==> config.mk <==
export PLATFORM = sky130hd
export DESIGN_NAME = cbf_bridge
export DESIGN_NICKNAME = d
export VERILOG_FILES = /design/src/rtl/cbf_pkg.sv /design/src/rtl/cbf_decode.sv /design/src/rtl/cbf_status.sv /design/src/rtl/cbf_strobe_seq.sv /design/src/rtl/cbf_bridge.sv
export SDC_FILE = /design/constraint.sdc
export NUM_CORES = 1
export LEC_CHECK = 0
export CAP_MARGIN = 5
export CORE_UTILIZATION = 37
export DETAILED_ROUTE_END_ITERATION = 10
export PLACE_DENSITY_LB_ADDON = 0.3
export SYNTH_ARGS = -nofsm -noshare
export SYNTH_HDL_FRONTEND = slang
export SYNTH_SLANG_ARGS = --single-unit
==> constraint.sdc <==
create_clock -name clk -period 2.15 [get_ports clk]
set_clock_uncertainty 0.1 [all_clocks]
set_input_delay 0.43 -clock clk [delete_from_list [all_inputs] [get_ports clk]]
set_output_delay 0.43 -clock clk [all_outputs]
set_load 0.1 [all_outputs]
==> src/rtl/cbf_pkg.sv <==
package cbf_pkg;
  typedef enum logic [1:0] {
    SEQ_IDLE = 2'd0,
    SEQ_RD   = 2'd1,
    SEQ_WSU  = 2'd2,
    SEQ_WR   = 2'd3
  } seq_st_t;

  localparam int STS_RX_AVAIL = 0;
  localparam int STS_TX_SPACE = 1;
  localparam int STS_OVF      = 2;
  localparam int STS_PWR      = 6;
endpackage

==> src/rtl/cbf_decode.sv <==
module cbf_decode #(
  parameter int ADDR_W = 20,
  parameter bit NODUP = 1'b0,
  parameter logic [ADDR_W-5:0] WIN_TAG = '0
) (
  input  logic              cs_n,
  input  logic [ADDR_W-1:0] addr,
  output logic              dat_sel_n,
  output logic              sts_sel_n,
  output logic              dup_half
);
  localparam logic REGION = NODUP;

  logic in_win;

  always_comb begin
    in_win    = !cs_n && (addr[ADDR_W-1] == REGION) && (addr[ADDR_W-2:3] == WIN_TAG);
    dat_sel_n = !(in_win && !addr[2]);
    sts_sel_n = !(in_win && addr[2]);
  end

  generate
    if (NODUP) begin : g_nodup
      assign dup_half = 1'b0;
    end else begin : g_dup
      assign dup_half = addr[1];
    end
  endgenerate
endmodule

==> src/rtl/cbf_status.sv <==
module cbf_status
  import cbf_pkg::*;
(
  input  logic       rx_empty,
  input  logic       tx_full,
  input  logic       pwr_en,
  input  logic       ovf,
  output logic [7:0] sts_byte
);
  always_comb begin
    sts_byte               = 8'h00;
    sts_byte[STS_RX_AVAIL] = !rx_empty;
    sts_byte[STS_TX_SPACE] = !tx_full;
    sts_byte[STS_OVF]      = ovf;
    sts_byte[STS_PWR]      = pwr_en;
  end
endmodule

==> src/rtl/cbf_strobe_seq.sv <==
module cbf_strobe_seq
  import cbf_pkg::*;
#(
  parameter int STROBE_CYC = 2
) (
  input  logic       clk,
  input  logic       rst_n,
  input  logic       pop_go,
  input  logic       push_go,
  input  logic [7:0] push_data,
  output logic       pop_done,
  output logic       busy,
  output logic       fifo_rd_n,
  output logic       fifo_wr_n,
  output logic [7:0] fifo_wdata
);
  localparam int CW = (STROBE_CYC < 2) ? 1 : $clog2(STROBE_CYC + 1);
  localparam logic [CW-1:0] LOAD = CW'(STROBE_CYC - 1);

  seq_st_t       st_q, st_d;
  logic [CW-1:0] cnt_q, cnt_d;
  logic          wd_en;
  logic          rd_n_d, wr_n_d, busy_d;

  always_comb begin
    st_d  = st_q;
    cnt_d = cnt_q;
    wd_en = 1'b0;
    case (st_q)
      SEQ_IDLE: begin
        if (pop_go) begin
          st_d  = SEQ_RD;
          cnt_d = LOAD;
        end else if (push_go) begin
          st_d  = SEQ_WSU;
          wd_en = 1'b1;
        end
      end
      SEQ_WSU: begin
        st_d  = SEQ_WR;
        cnt_d = LOAD;
      end
      SEQ_RD, SEQ_WR: begin
        if (cnt_q == '0) st_d = SEQ_IDLE;
        else             cnt_d = cnt_q - 1'b1;
      end
      default: st_d = SEQ_IDLE;
    endcase
    rd_n_d = (st_d != SEQ_RD);
    wr_n_d = (st_d != SEQ_WR);
    busy_d = (st_d != SEQ_IDLE);
  end

  always_ff @(posedge clk or negedge rst_n) begin
    if (!rst_n) begin
      st_q      <= SEQ_IDLE;
      cnt_q     <= '0;
      fifo_rd_n <= 1'b1;
      fifo_wr_n <= 1'b1;
      busy      <= 1'b0;
    end else begin
      st_q      <= st_d;
      cnt_q     <= cnt_d;
      fifo_rd_n <= rd_n_d;
      fifo_wr_n <= wr_n_d;
      busy      <= busy_d;
    end
  end

  always_ff @(posedge clk or negedge rst_n) begin
    if (!rst_n)     fifo_wdata <= 8'h00;
    else if (wd_en) fifo_wdata <= push_data;
  end

  assign pop_done = (st_q == SEQ_RD) && (cnt_q == '0);
endmodule

==> src/rtl/cbf_bridge.sv <==
module cbf_bridge
  import cbf_pkg::*;
#(
  parameter int ADDR_W = 20,
  parameter bit NODUP = 1'b0,
  parameter logic [ADDR_W-5:0] WIN_TAG = 'h0A5C,
  parameter int STROBE_CYC = 2
) (
  input  logic              clk,
  input  logic              rst_n,
  input  logic              host_cs_n,
  input  logic [ADDR_W-1:0] host_addr,
  input  logic              host_rd_n,
  input  logic              host_wr_lo_n,
  input  logic              host_wr_hi_n,
  input  logic [15:0]       host_wdata,
  output logic [15:0]       host_rdata,
  output logic              host_busy,
  output logic              dat_sel_n,
  output logic              sts_sel_n,
  input  logic [7:0]        fifo_din,
  input  logic              fifo_rx_empty,
  input  logic              fifo_tx_full,
  input  logic              fifo_pwr_en,
  output logic              fifo_rd_n,
  output logic              fifo_wr_n,
  output logic [7:0]        fifo_wdata
);
  logic [1:0] rst_sync_q;
  logic       rst_q_n;

  always_ff @(posedge clk or negedge rst_n) begin
    if (!rst_n) rst_sync_q <= 2'b00;
    else        rst_sync_q <= {rst_sync_q[0], 1'b1};
  end
  assign rst_q_n = rst_sync_q[1];

  logic dup_half;
  logic [7:0] sts_byte;
  logic unused_bits;
  assign unused_bits = ^{host_wdata[15:8], host_addr[0]};

  cbf_decode #(
    .ADDR_W (ADDR_W),
    .NODUP  (NODUP),
    .WIN_TAG(WIN_TAG)
  ) u_decode (
    .cs_n     (host_cs_n),
    .addr     (host_addr),
    .dat_sel_n(dat_sel_n),
    .sts_sel_n(sts_sel_n),
    .dup_half (dup_half)
  );

  logic ovf_q, ovf_d;

  cbf_status u_status (
    .rx_empty(fifo_rx_empty),
    .tx_full (fifo_tx_full),
    .pwr_en  (fifo_pwr_en),
    .ovf     (ovf_q),
    .sts_byte(sts_byte)
  );

  logic rd_act, wr_act, rd_act_q, wr_act_q;
  logic rd_start, wr_start, dat_rd, sts_rd, dat_wr;
  logic pop_go, push_go, pop_done, seq_busy;
  logic [7:0] rd_byte_q, rd_byte_d;
  logic rd_byte_en;

  always_comb begin
    rd_act   = !host_rd_n && (!dat_sel_n || !sts_sel_n);
    wr_act   = (!host_wr_lo_n || !host_wr_hi_n) && (!dat_sel_n || !sts_sel_n);
    rd_start = rd_act && !rd_act_q && !seq_busy;
    wr_start = wr_act && !wr_act_q && !seq_busy;
    dat_rd   = rd_start && !dat_sel_n;
    sts_rd   = rd_start && !sts_sel_n;
    dat_wr   = wr_start && !dat_sel_n && !host_wr_lo_n;
    pop_go   = dat_rd && !dup_half && !fifo_rx_empty;
    push_go  = dat_wr && !fifo_tx_full;

    ovf_d = (ovf_q && !sts_rd) || (dat_wr && fifo_tx_full);

    rd_byte_en = 1'b1;
    rd_byte_d  = rd_byte_q;
    if (pop_done)                               rd_byte_d = fifo_din;
    else if (sts_rd)                            rd_byte_d = sts_byte;
    else if (dat_rd && !dup_half && fifo_rx_empty) rd_byte_d = 8'h00;
    else                                        rd_byte_en = 1'b0;
  end

  cbf_strobe_seq #(
    .STROBE_CYC(STROBE_CYC)
  ) u_seq (
    .clk       (clk),
    .rst_n     (rst_q_n),
    .pop_go    (pop_go),
    .push_go   (push_go),
    .push_data (host_wdata[7:0]),
    .pop_done  (pop_done),
    .busy      (seq_busy),
    .fifo_rd_n (fifo_rd_n),
    .fifo_wr_n (fifo_wr_n),
    .fifo_wdata(fifo_wdata)
  );

  always_ff @(posedge clk or negedge rst_q_n) begin
    if (!rst_q_n) begin
      rd_act_q <= 1'b0;
      wr_act_q <= 1'b0;
      ovf_q    <= 1'b0;
    end else begin
      rd_act_q <= rd_act;
      wr_act_q <= wr_act;
      ovf_q    <= ovf_d;
    end
  end

  always_ff @(posedge clk or negedge rst_q_n) begin
    if (!rst_q_n)        rd_byte_q <= 8'h00;
    else if (rd_byte_en) rd_byte_q <= rd_byte_d;
  end

  assign host_rdata = {8'h00, rd_byte_q};
  assign host_busy  = seq_busy;
endmodule

==> reports/metrics.cfg, run 1 <==
[run_status]
run_status=finished with violations
failed_checks=setup timing

[cells_and_area]
register_area_um2=704
drive_above_1_share=0.439
area_occupied_by_multi_input_gates_um2=638
antennaDiodeCount=0
number_of_nets_in_the_finished_design=267
layout-area-overhead-vs-synth_pct=72.1
stdcell_area_um2=2330
fillCellCount=258
most_common_cell_after_layout_fill_and_taps_aside=sky130_fd_sc_hd__buf_4
final_cell_mix=50 x sky130_fd_sc_hd__buf_4, 25 x sky130_fd_sc_hd__clkdlybuf4s50_1, 25 x sky130_fd_sc_hd__dfrtp_1

[floorplan]
floorplan.die.width_um=62.5
design.die.area_um2=3910
floorplan.core_area_um2=3420
initial_core_util=0.397
die_h_um=62.5
site_row_count=21
top_level_ports=82

[critical_path]
ff2ff_path_depth=6
critical_path.endpoint_type=output port
cp_cell_sequence=buf_8 -> nor4b_4 -> nand4_1 -> or3_4 -> buf_12
critical_path_source_type=input port
cpMaxStageDelayCell=sky130_fd_sc_hd__or3_4
critical_path_required_ns=1.62
crit_path_max_fanout=3
critical_path.max_stage_delay_ns=0.42
worstReg2RegStart=u_seq.st_q[1]$_DFF_PN0_
arrival_ns=1.64
reg2reg_to=u_seq.fifo_wdata[4]$_DFFE_PN0P_
ff2ff_setup_slack_ns=0.21
criticalPathCategory=input port to output port

[flow_run]
max_cap_viols=0

[power_and_ir_drop]
leakagePower_nw=1.15
share_seq_of_total_power=0.493
swShare=0.251
vdd.ir_drop.worst_mv=0.285
pwr-share-clk=0.324
proportion_of_power_drawn_by_combinational_gates=0.183
intPower_mw=0.805
total_switching_power_mw=0.269
power_density_nw_per_um2=461

[detailed_routing]
number_of_routed_nets_with_antenna_violations=0
routedWlPerCell_um=14.4
drt_iter0_drc=33
detailedRoute.firstPassIterationCount=7
route.vias.total=1239
vias_cell=4.80
finalWirelength_um=3710
detail_route.drc_violations=0

[cts]
clk_root_buffer_cell=sky130_fd_sc_hd__clkbuf_4
htree_num_levels=1
tritoncts_num_sinks=28
ctsHoldBuffers=0
ctsLongestPathBuffers=2
cts_buffers=3
clkLatencyLatePin_ns=0.33
cts.clk_slew.worst_paths_ns=0.15
cts_tree=built

[logic_synthesis]
ys_seq_elements=28
postSynth.asyncResetShare=1.00
post_synth.cell_area_avg_um2=12.1
synth_unique_cells=37
dominantRegCellSynth=sky130_fd_sc_hd__dfrtp_1
ys.warnings.count=0
synth_seq_area_share=0.519
number_of_instances_in_the_synthesized_netlist=112
syn-cell-area_um2=1360
synth_enable_flop_cells=0

[timing]
final.setup.tns_ns=-0.0249
setup-violations-final=1
finalHoldWorstSlack_ns=0.127
finalHoldViolCount=0
report.final.slew_viol_count=0
fmax_ghz=0.460
timing.final.crit_share=1.01
finalWorstSetupSlack_ns=-0.0249
finalWorstPathRequiredPeriod_ns=2.17
setup_repair_after_global_routing_missed_its_margin=true

[placement]
post-place-ws_ns=-0.453
port_buffers=64
gpl.final_weighted_congestion=0.789
placement_stage_cell_area_um2=2160
hpwl_um=2680

[global_route]
global_route.overflow_total=0
first_global_vias=1301
grt_usage=0.197
grt_max_degree=27
grt_pass1_wl_um=6020
grt_antenna_before_repair=0

[min_path]
holdCritPathClass=input port to asynchronous set/reset pin

-- cell families (layout without fill, tap and decap cells) --
family	Yosys count	after routing	share of synthesized area
flip-flops	28	28	0.519
buffers and inverters	15	108	0.0646
AND/OR/NAND/NOR	36	36	0.200
other	2	9	0.00554
adder cells (fa/ha/maj)	1	1	0.00923
AO/OA/AOI/OAI	20	20	0.120
multiplexers	10	10	0.0813
-- cell usage after synthesis, drive strengths merged (3+ instances only) --
cell type / instances / share of area
a21oi: 3 / 0.011
a22o: 5 / 0.032
inv: 6 / 0.017
or3: 3 / 0.016
nor4: 4 / 0.041
nor2: 5 / 0.016
nand2: 5 / 0.014
dfrtp: 26 / 0.48
buf: 9 / 0.048
a221o: 4 / 0.030
mux2: 8 / 0.066
and2: 5 / 0.023
-- layout make-up --
cell class / count / share of cell area
Multi-Input combinational cell: 76 / 0.274
Clock buffer: 3 / 0.00966
Clock inverter: 1 / 0.0129
Timing Repair Buffer: 98 / 0.367
Sequential cell: 28 / 0.302
Inverter: 6 / 0.00966
Tap cell: 46 / 0.0247
-- per-layer routing --
layer  GRT usage  part of all wire  vias to the layer above
li1            -                 -                      594
met1       0.234              0.41                      592
met2       0.344              0.52                       45
met3      0.0420             0.051                        8
met4      0.0814             0.020                        0
met5           0                 0                        -
-- critical path: cells and delay by family --
family | cells | cell delay (ns)
and+or+nand+nor | 3 | 0.93
buffers and inverters | 2 | 0.27
-- through the flow --
| step | instances | utilization | power (mW) |
|---|---|---|---|
| floorplan | 119 | - | 0.636 |
| global placement | 240 | 0.633 | 0.722 |
| detailed placement | 240 | 0.633 | 0.726 |
| CTS | 258 | 0.681 | 1.08 |
| global route | 258 | 0.683 | 1.11 |
| finish | 258 | 0.683 | 1.07 |
-- state kept, by name, summed over array words and instances (netlist names) --
name              flops
ovf_q                 1
rd_act_q              1
rd_byte_q             8
rst_sync_q            2
u_seq.busy            1
u_seq.cnt_q           2
u_seq.fifo_rd_n       1
u_seq.fifo_wdata      8
u_seq.fifo_wr_n       1
u_seq.st_q            2
wr_act_q              1
-- what timing repair did --
action,4_1_cts,5_1_grt
pin swaps,8,3
setup buffers,14,0
resized for setup,54,2
endpoints found under the setup margin,2,10
-- worst max-delay path by stage --
stage | from | to | slack (ns)
3_3_place_gp | host_addr[4] | dat_sel_n | -0.36
3_5_place_dp | host_addr[4] | dat_sel_n | -0.45
4_1_cts | host_addr[8] | dat_sel_n | -0.02
6_report | host_addr[3] | dat_sel_n | -0.02
2_1_floorplan | host_addr[17] | dat_sel_n | -0.001
5_1_grt | host_addr[3] | dat_sel_n | -0.06
-- power by group through the flow --
stage / registers [mW] / clock network, mW / logic (mW)
after floorplan: 0.547 / 0 / 0.0890
after global placement: 0.539 / 0 / 0.182
after detailed placement: 0.539 / 0 / 0.187
after CTS: 0.530 / 0.357 / 0.194
after global routing: 0.530 / 0.377 / 0.206
final: 0.530 / 0.348 / 0.196
(Power assumes the default switching activity.)
==> inputs of run 2 (changes only) <==
GPL_TIMING_DRIVEN = 0   (was default)
==> reports/metrics.cfg, run 2 (same netlist as run 1, synthesis figures left out) <==
[cells_and_area]
final_cell_mix=25 x sky130_fd_sc_hd__dfrtp_1, 24 x sky130_fd_sc_hd__clkdlybuf4s50_1, 20 x sky130_fd_sc_hd__buf_4
postLayoutCoreUtil=0.656  ; -0.0264
reg_top3=rd_byte_q: 8 flops, u_seq.fifo_wdata: 8 flops
layout-area-overhead-vs-synth_pct=65.5
stdcell_area_um2=2240  ; -3.9%
most_common_cell_after_layout_fill_and_taps_aside=sky130_fd_sc_hd__dfrtp_1
drive_above_1_share=0.320  ; -0.119
antennaDiodeCount=0  ; unchanged
number_of_nets_in_the_finished_design=255  ; -4.5%
fillCellCount=270  ; +4.7%

[global_route]
grt_usage=0.193  ; -0.00438
grt_antenna_before_repair=0  ; unchanged
grt_max_degree=27  ; unchanged
global_route.overflow_total=0  ; unchanged
first_global_vias=1199  ; -7.8%
grt_pass1_wl_um=5720  ; -5.0%

[detailed_routing]
detail_route.drc_violations=0  ; unchanged
detailedRoute.firstPassIterationCount=4  ; -3
number_of_routed_nets_with_antenna_violations=0  ; unchanged
route.vias.total=1223  ; -1.3%
vias_cell=4.97  ; +3.5%
drt_iter0_drc=31  ; -6.1%
finalWirelength_um=3720  ; +0.22%
routedWlPerCell_um=15.1  ; +5.1%

[placement]
hpwl_um=2380  ; -11%
placement_stage_cell_area_um2=2080  ; -3.8%
gpl.final_weighted_congestion=0.779  ; -1.3%
post-place-ws_ns=-1.26  ; -0.802 ns
port_buffers=64  ; unchanged

[cts]
cts_buffers=3  ; unchanged
clkLatencyLatePin_ns=0.32  ; about the same
clk_root_buffer_cell=sky130_fd_sc_hd__clkbuf_4
cts_tree=built
cts.clk_slew.worst_paths_ns=0.12  ; -0.03 ns
htree_num_levels=1  ; unchanged
ctsHoldBuffers=0  ; unchanged
tritoncts_num_sinks=28  ; unchanged
ctsLongestPathBuffers=2  ; unchanged

[flow_run]
max_cap_viols=0  ; unchanged

[timing]
finalWorstPathRequiredPeriod_ns=2.24  ; +0.0661 ns
worst_slew_pin_slew_ns=1.01
finalWorstSetupSlack_ns=-0.0910  ; -0.0661 ns
finalHoldWorstSlack_ns=0.149  ; +0.0222 ns
setup_repair_after_global_routing_missed_its_margin=true
finalHoldViolCount=0  ; unchanged
max-slew-margin-rel=0.328
report.final.slew_viol_count=0  ; unchanged
timing.final.crit_share=1.04  ; +0.0308
setup-violations-final=3  ; +2
fmax_ghz=0.446  ; -3.0%

[run_status]
failed_checks=setup timing
run_status=finished with violations

[critical_path]
critical_path.endpoint_type=output port
arrival_ns=1.71  ; +0.07 ns
criticalPathCategory=input port to output port
ff2ff_path_depth=6  ; unchanged
crit_path_max_fanout=3  ; unchanged
ff2ff_setup_slack_ns=0.17  ; -0.04 ns
critical_path_source_type=input port
worstReg2RegStart=u_seq.cnt_q[0]$_DFFE_PN0P_
critical_path_required_ns=1.62  ; about the same
reg2reg_to=rd_byte_q[6]$_DFFE_PN0P_

[floorplan]
site_row_count=21  ; unchanged
floorplan.core_area_um2=3420  ; unchanged
top_level_ports=82  ; unchanged
design.die.area_um2=3910  ; unchanged
initial_core_util=0.397  ; unchanged
floorplan.die.width_um=62.5  ; unchanged
die_h_um=62.5  ; unchanged

[min_path]
holdCritPathClass=input port to asynchronous set/reset pin

[power_and_ir_drop]
vdd.ir_drop.worst_mv=0.422  ; +48%
power_density_nw_per_um2=416  ; -9.6%
leakagePower_nw=1.09  ; -4.6%
total_power_mw=0.933  ; -13%

-- run 2: final cells by class --
class	count	area, um2	area share
timing repair buffer	77	723	0.323
inverter	6	22.5	0.0100
buffer	9	65.1	0.0290
clock buffer	4	26.3	0.0117
tap	46	57.6	0.0257
sequential	28	704	0.314
multi-input combinational	76	643	0.287
-- run 2: power breakdown --
part | leakage [nW] | internal, mW | total [mW] | switching [mW]
Sequential | 0.378 | 0.529 | 0.538 | 0.00924
Clock | 0.0150 | 0.0729 | 0.212 | 0.139
Combinational | 0.702 | 0.0851 | 0.184 | 0.0985
Total | 1.09 | 0.687 | 0.933 | 0.247
-- run 2: how the worst max path moves through the flow --
| stage | from | to | slack [ns] |
|---|---|---|---|
| 3_3_place_gp | host_addr[4] | sts_sel_n | -1.25 |
| 2_1_floorplan | host_addr[17] | dat_sel_n | -0.001 |
| 6_report | host_addr[19] | dat_sel_n | -0.09 |
| 5_1_grt | host_addr[19] | dat_sel_n | -0.16 |
| 3_5_place_dp | host_addr[17] | dat_sel_n | -1.26 |
| 4_1_cts | host_addr[8] | dat_sel_n | -0.003 |
-- run 2: worst max-delay path: stages --
cell	delay, ns
sky130_fd_sc_hd__buf_6	0.10
sky130_fd_sc_hd__nor4b_4	0.32
sky130_fd_sc_hd__nand4_1	0.25
sky130_fd_sc_hd__or3_4	0.44
sky130_fd_sc_hd__buf_12	0.17
-- run 2: routing by layer --
layer / vias to the layer above / GRT usage / share of wire
met4: 0 / 0.105 / 0.039
met5: - / 0 / 0
met3: 15 / 0.0511 / 0.062
met2: 61 / 0.321 / 0.51
li1: 572 / - / -
met1: 575 / 0.226 / 0.39
-- run 2: stage by stage --
stage                     setup TNS (ns)  std cells
after global placement             -7.69        229
after detailed placement           -8.41        229
after CTS                       -0.00295        245
after global routing              -0.354        246
final                             -0.169        246
after floorplan                 -0.00251        119
-- run 2: what timing repair did --
item | in CTS | in global routing
buffers inserted | 12 | 3
gates cloned | 0 | 0
setup endpoints to repair | 29 | 24
pin swaps | 9 | 6
resized for setup | 97 | 11
==> inputs of run 3 (changes only) <==
CAP_MARGIN = 20   (was 5)
==> reports/metrics.cfg, run 3 (same netlist as run 1, synthesis figures left out) <==
[cts]
cts.clk_slew.worst_paths_ns=0.12  ; about the same
cts_buffers=3  ; unchanged
tritoncts_num_sinks=28  ; unchanged
ctsLongestPathBuffers=2  ; unchanged
cts_tree=built
clk_root_buffer_cell=sky130_fd_sc_hd__clkbuf_4
clkLatencyLatePin_ns=0.32  ; about the same
htree_num_levels=1  ; unchanged

[detailed_routing]
number_of_routed_nets_with_antenna_violations=0  ; unchanged
route.vias.total=1233  ; +0.82%
drt_iter0_drc=38  ; +23%
detailedRoute.firstPassIterationCount=4  ; unchanged
vias_cell=4.97  ; about the same
routedWlPerCell_um=15.4  ; +2.1%
finalWirelength_um=3820  ; +2.9%
detail_route.drc_violations=0  ; unchanged

[critical_path]
arrival_ns=1.72  ; about the same
crit_path_max_fanout=3  ; unchanged
cp_cell_sequence=buf_6 -> nor4b_4 -> nand4_1 -> or3_4 -> buf_12
cpMaxStageDelayCell=sky130_fd_sc_hd__or3_4
ff2ff_setup_slack_ns=0.15  ; -0.02 ns
criticalPathCategory=input port to output port
reg2reg_to=u_seq.fifo_wdata[7]$_DFFE_PN0P_
critical_path_required_ns=1.62  ; about the same
critical_path.max_stage_delay_ns=0.44  ; about the same
critical-path-top-delay-family=simple AND/OR/NAND/NOR gates
worstPathBufferInverterCount=2  ; unchanged
cp.depth=5  ; unchanged
ff2ff_path_depth=5  ; -1
critical_path_source_type=input port
critical_path.endpoint_type=output port
worstReg2RegStart=u_seq.busy$_DFF_PN0_

[global_route]
grt_pass1_wl_um=5720  ; unchanged
grt_usage=0.193  ; unchanged
grt_antenna_before_repair=0  ; unchanged
global_route.overflow_total=0  ; unchanged
grt_max_degree=27  ; unchanged
first_global_vias=1199  ; unchanged

[run_status]
failed_checks=setup timing
run_status=finished with violations

[power_and_ir_drop]
vdd.ir_drop.worst_mv=0.352  ; -17%
total_power_mw=0.944  ; +1.1%
leakagePower_nw=1.11  ; +1.5%
power_density_nw_per_um2=414  ; -0.58%

[floorplan]
initial_core_util=0.397  ; unchanged
top_level_ports=82  ; unchanged
floorplan.core_area_um2=3420  ; unchanged
floorplan.die.width_um=62.5  ; unchanged
design.die.area_um2=3910  ; unchanged
site_row_count=21  ; unchanged
die_h_um=62.5  ; unchanged

[cells_and_area]
most_common_cell_after_layout_fill_and_taps_aside=sky130_fd_sc_hd__dfrtp_1
antennaDiodeCount=0  ; unchanged
postLayoutCoreUtil=0.667  ; +0.0110
number_of_nets_in_the_finished_design=257  ; +0.78%
drive_above_1_share=0.322  ; +0.00178
layout-area-overhead-vs-synth_pct=68.2
reg_top3=rd_byte_q: 8 flops, u_seq.fifo_wdata: 8 flops
final_cell_mix=25 x sky130_fd_sc_hd__dfrtp_1, 24 x sky130_fd_sc_hd__clkdlybuf4s50_1, 20 x sky130_fd_sc_hd__buf_4

[timing]
finalWorstSetupSlack_ns=-0.0954  ; -0.00437 ns
setup-violations-final=3  ; unchanged
report.final.slew_viol_count=0  ; unchanged
finalWorstPathRequiredPeriod_ns=2.25  ; +0.00437 ns
timing.final.crit_share=1.04  ; +0.00203
setup_repair_after_global_routing_missed_its_margin=true
finalHoldViolCount=0  ; unchanged
worst_slew_pin_slew_ns=0.972  ; -0.0358 ns
fmax_ghz=0.445  ; -0.19%
max-slew-margin-rel=0.355  ; +0.0264
final.setup.tns_ns=-0.187  ; -0.0182 ns
finalHoldWorstSlack_ns=0.149  ; -0.000492 ns

[placement]
gpl.final_weighted_congestion=0.779  ; unchanged
port_buffers=64  ; unchanged
hpwl_um=2380  ; unchanged

[flow_run]
max_cap_viols=0  ; unchanged

[min_path]
holdCritPathClass=input port to asynchronous set/reset pin

-- run 3: cell types whose count changed in the layout (fill, tap and decap cells not counted) --
cell,delta
sky130_fd_sc_hd__buf_16,+1
sky130_fd_sc_hd__dlygate4sd3_1,+1
-- run 3: worst max-delay path by stage --
stage                        startpoint   endpoint  slack [ns]
after floorplan           host_addr[17]  dat_sel_n      -0.001
after global placement     host_addr[4]  sts_sel_n       -1.25
after detailed placement  host_addr[17]  dat_sel_n       -1.26
after CTS                  host_addr[8]  dat_sel_n      -0.003
after global routing      host_addr[19]  dat_sel_n       -0.16
final                     host_addr[19]  dat_sel_n        -0.1
-- run 3: worst reg2reg max path: cells and delay by family (launching register included) --
| family | cells | cell delay (ns) |
|---|---|---|
| flops | 1 | 0.43 |
| buf+inv | 1 | 0.18 |
| mux | 1 | 0.28 |
| simple gates | 2 | 0.49 |
| compound gates | 1 | 0.42 |
-- run 3: where the power goes --
part	total [mW]	internal, mW	switching (mW)
sequential	0.530	0.529	0.00165
combinational	0.199	0.0915	0.108
clock	0.214	0.0730	0.141
-- run 3: final cells by class --
type / count / area (um2)
fill: 265 / 1140
sequential: 28 / 704
timing repair buffer: 79 / 761
multi-input combinational: 76 / 643
tap: 46 / 57.6
clock buffer: 4 / 26.3
buffer: 9 / 65.1
inverter: 6 / 22.5
-- run 3: stage by stage --
| step | setup slack (ns) | instances | instance area, um2 |
|---|---|---|---|
| after detailed placement | -1.26 | 229 | 2080 |
| after global routing | -0.157 | 248 | 2280 |
| final | -0.0954 | 248 | 2280 |
| after floorplan | -0.00126 | 119 | 1380 |
| after global placement | -1.25 | 229 | 2080 |
| after CTS | -0.00295 | 245 | 2220 |
-- run 3: repair_timing --
item	4_1_cts	5_1_grt
setup endpoints to repair	29	24
pin swaps	9	6
hold buffers	0	1
endpoints found under the hold margin	0	2
resized for setup	97	11
buffers inserted	12	3
-- run 3: routing by layer --
layer / up-vias / part of all wire / global-route usage
met5: - / 0 / 0
met4: 0 / 0.035 / 0.105
met3: 13 / 0.058 / 0.0511
met2: 60 / 0.52 / 0.321
met1: 582 / 0.38 / 0.226
li1: 578 / - / -
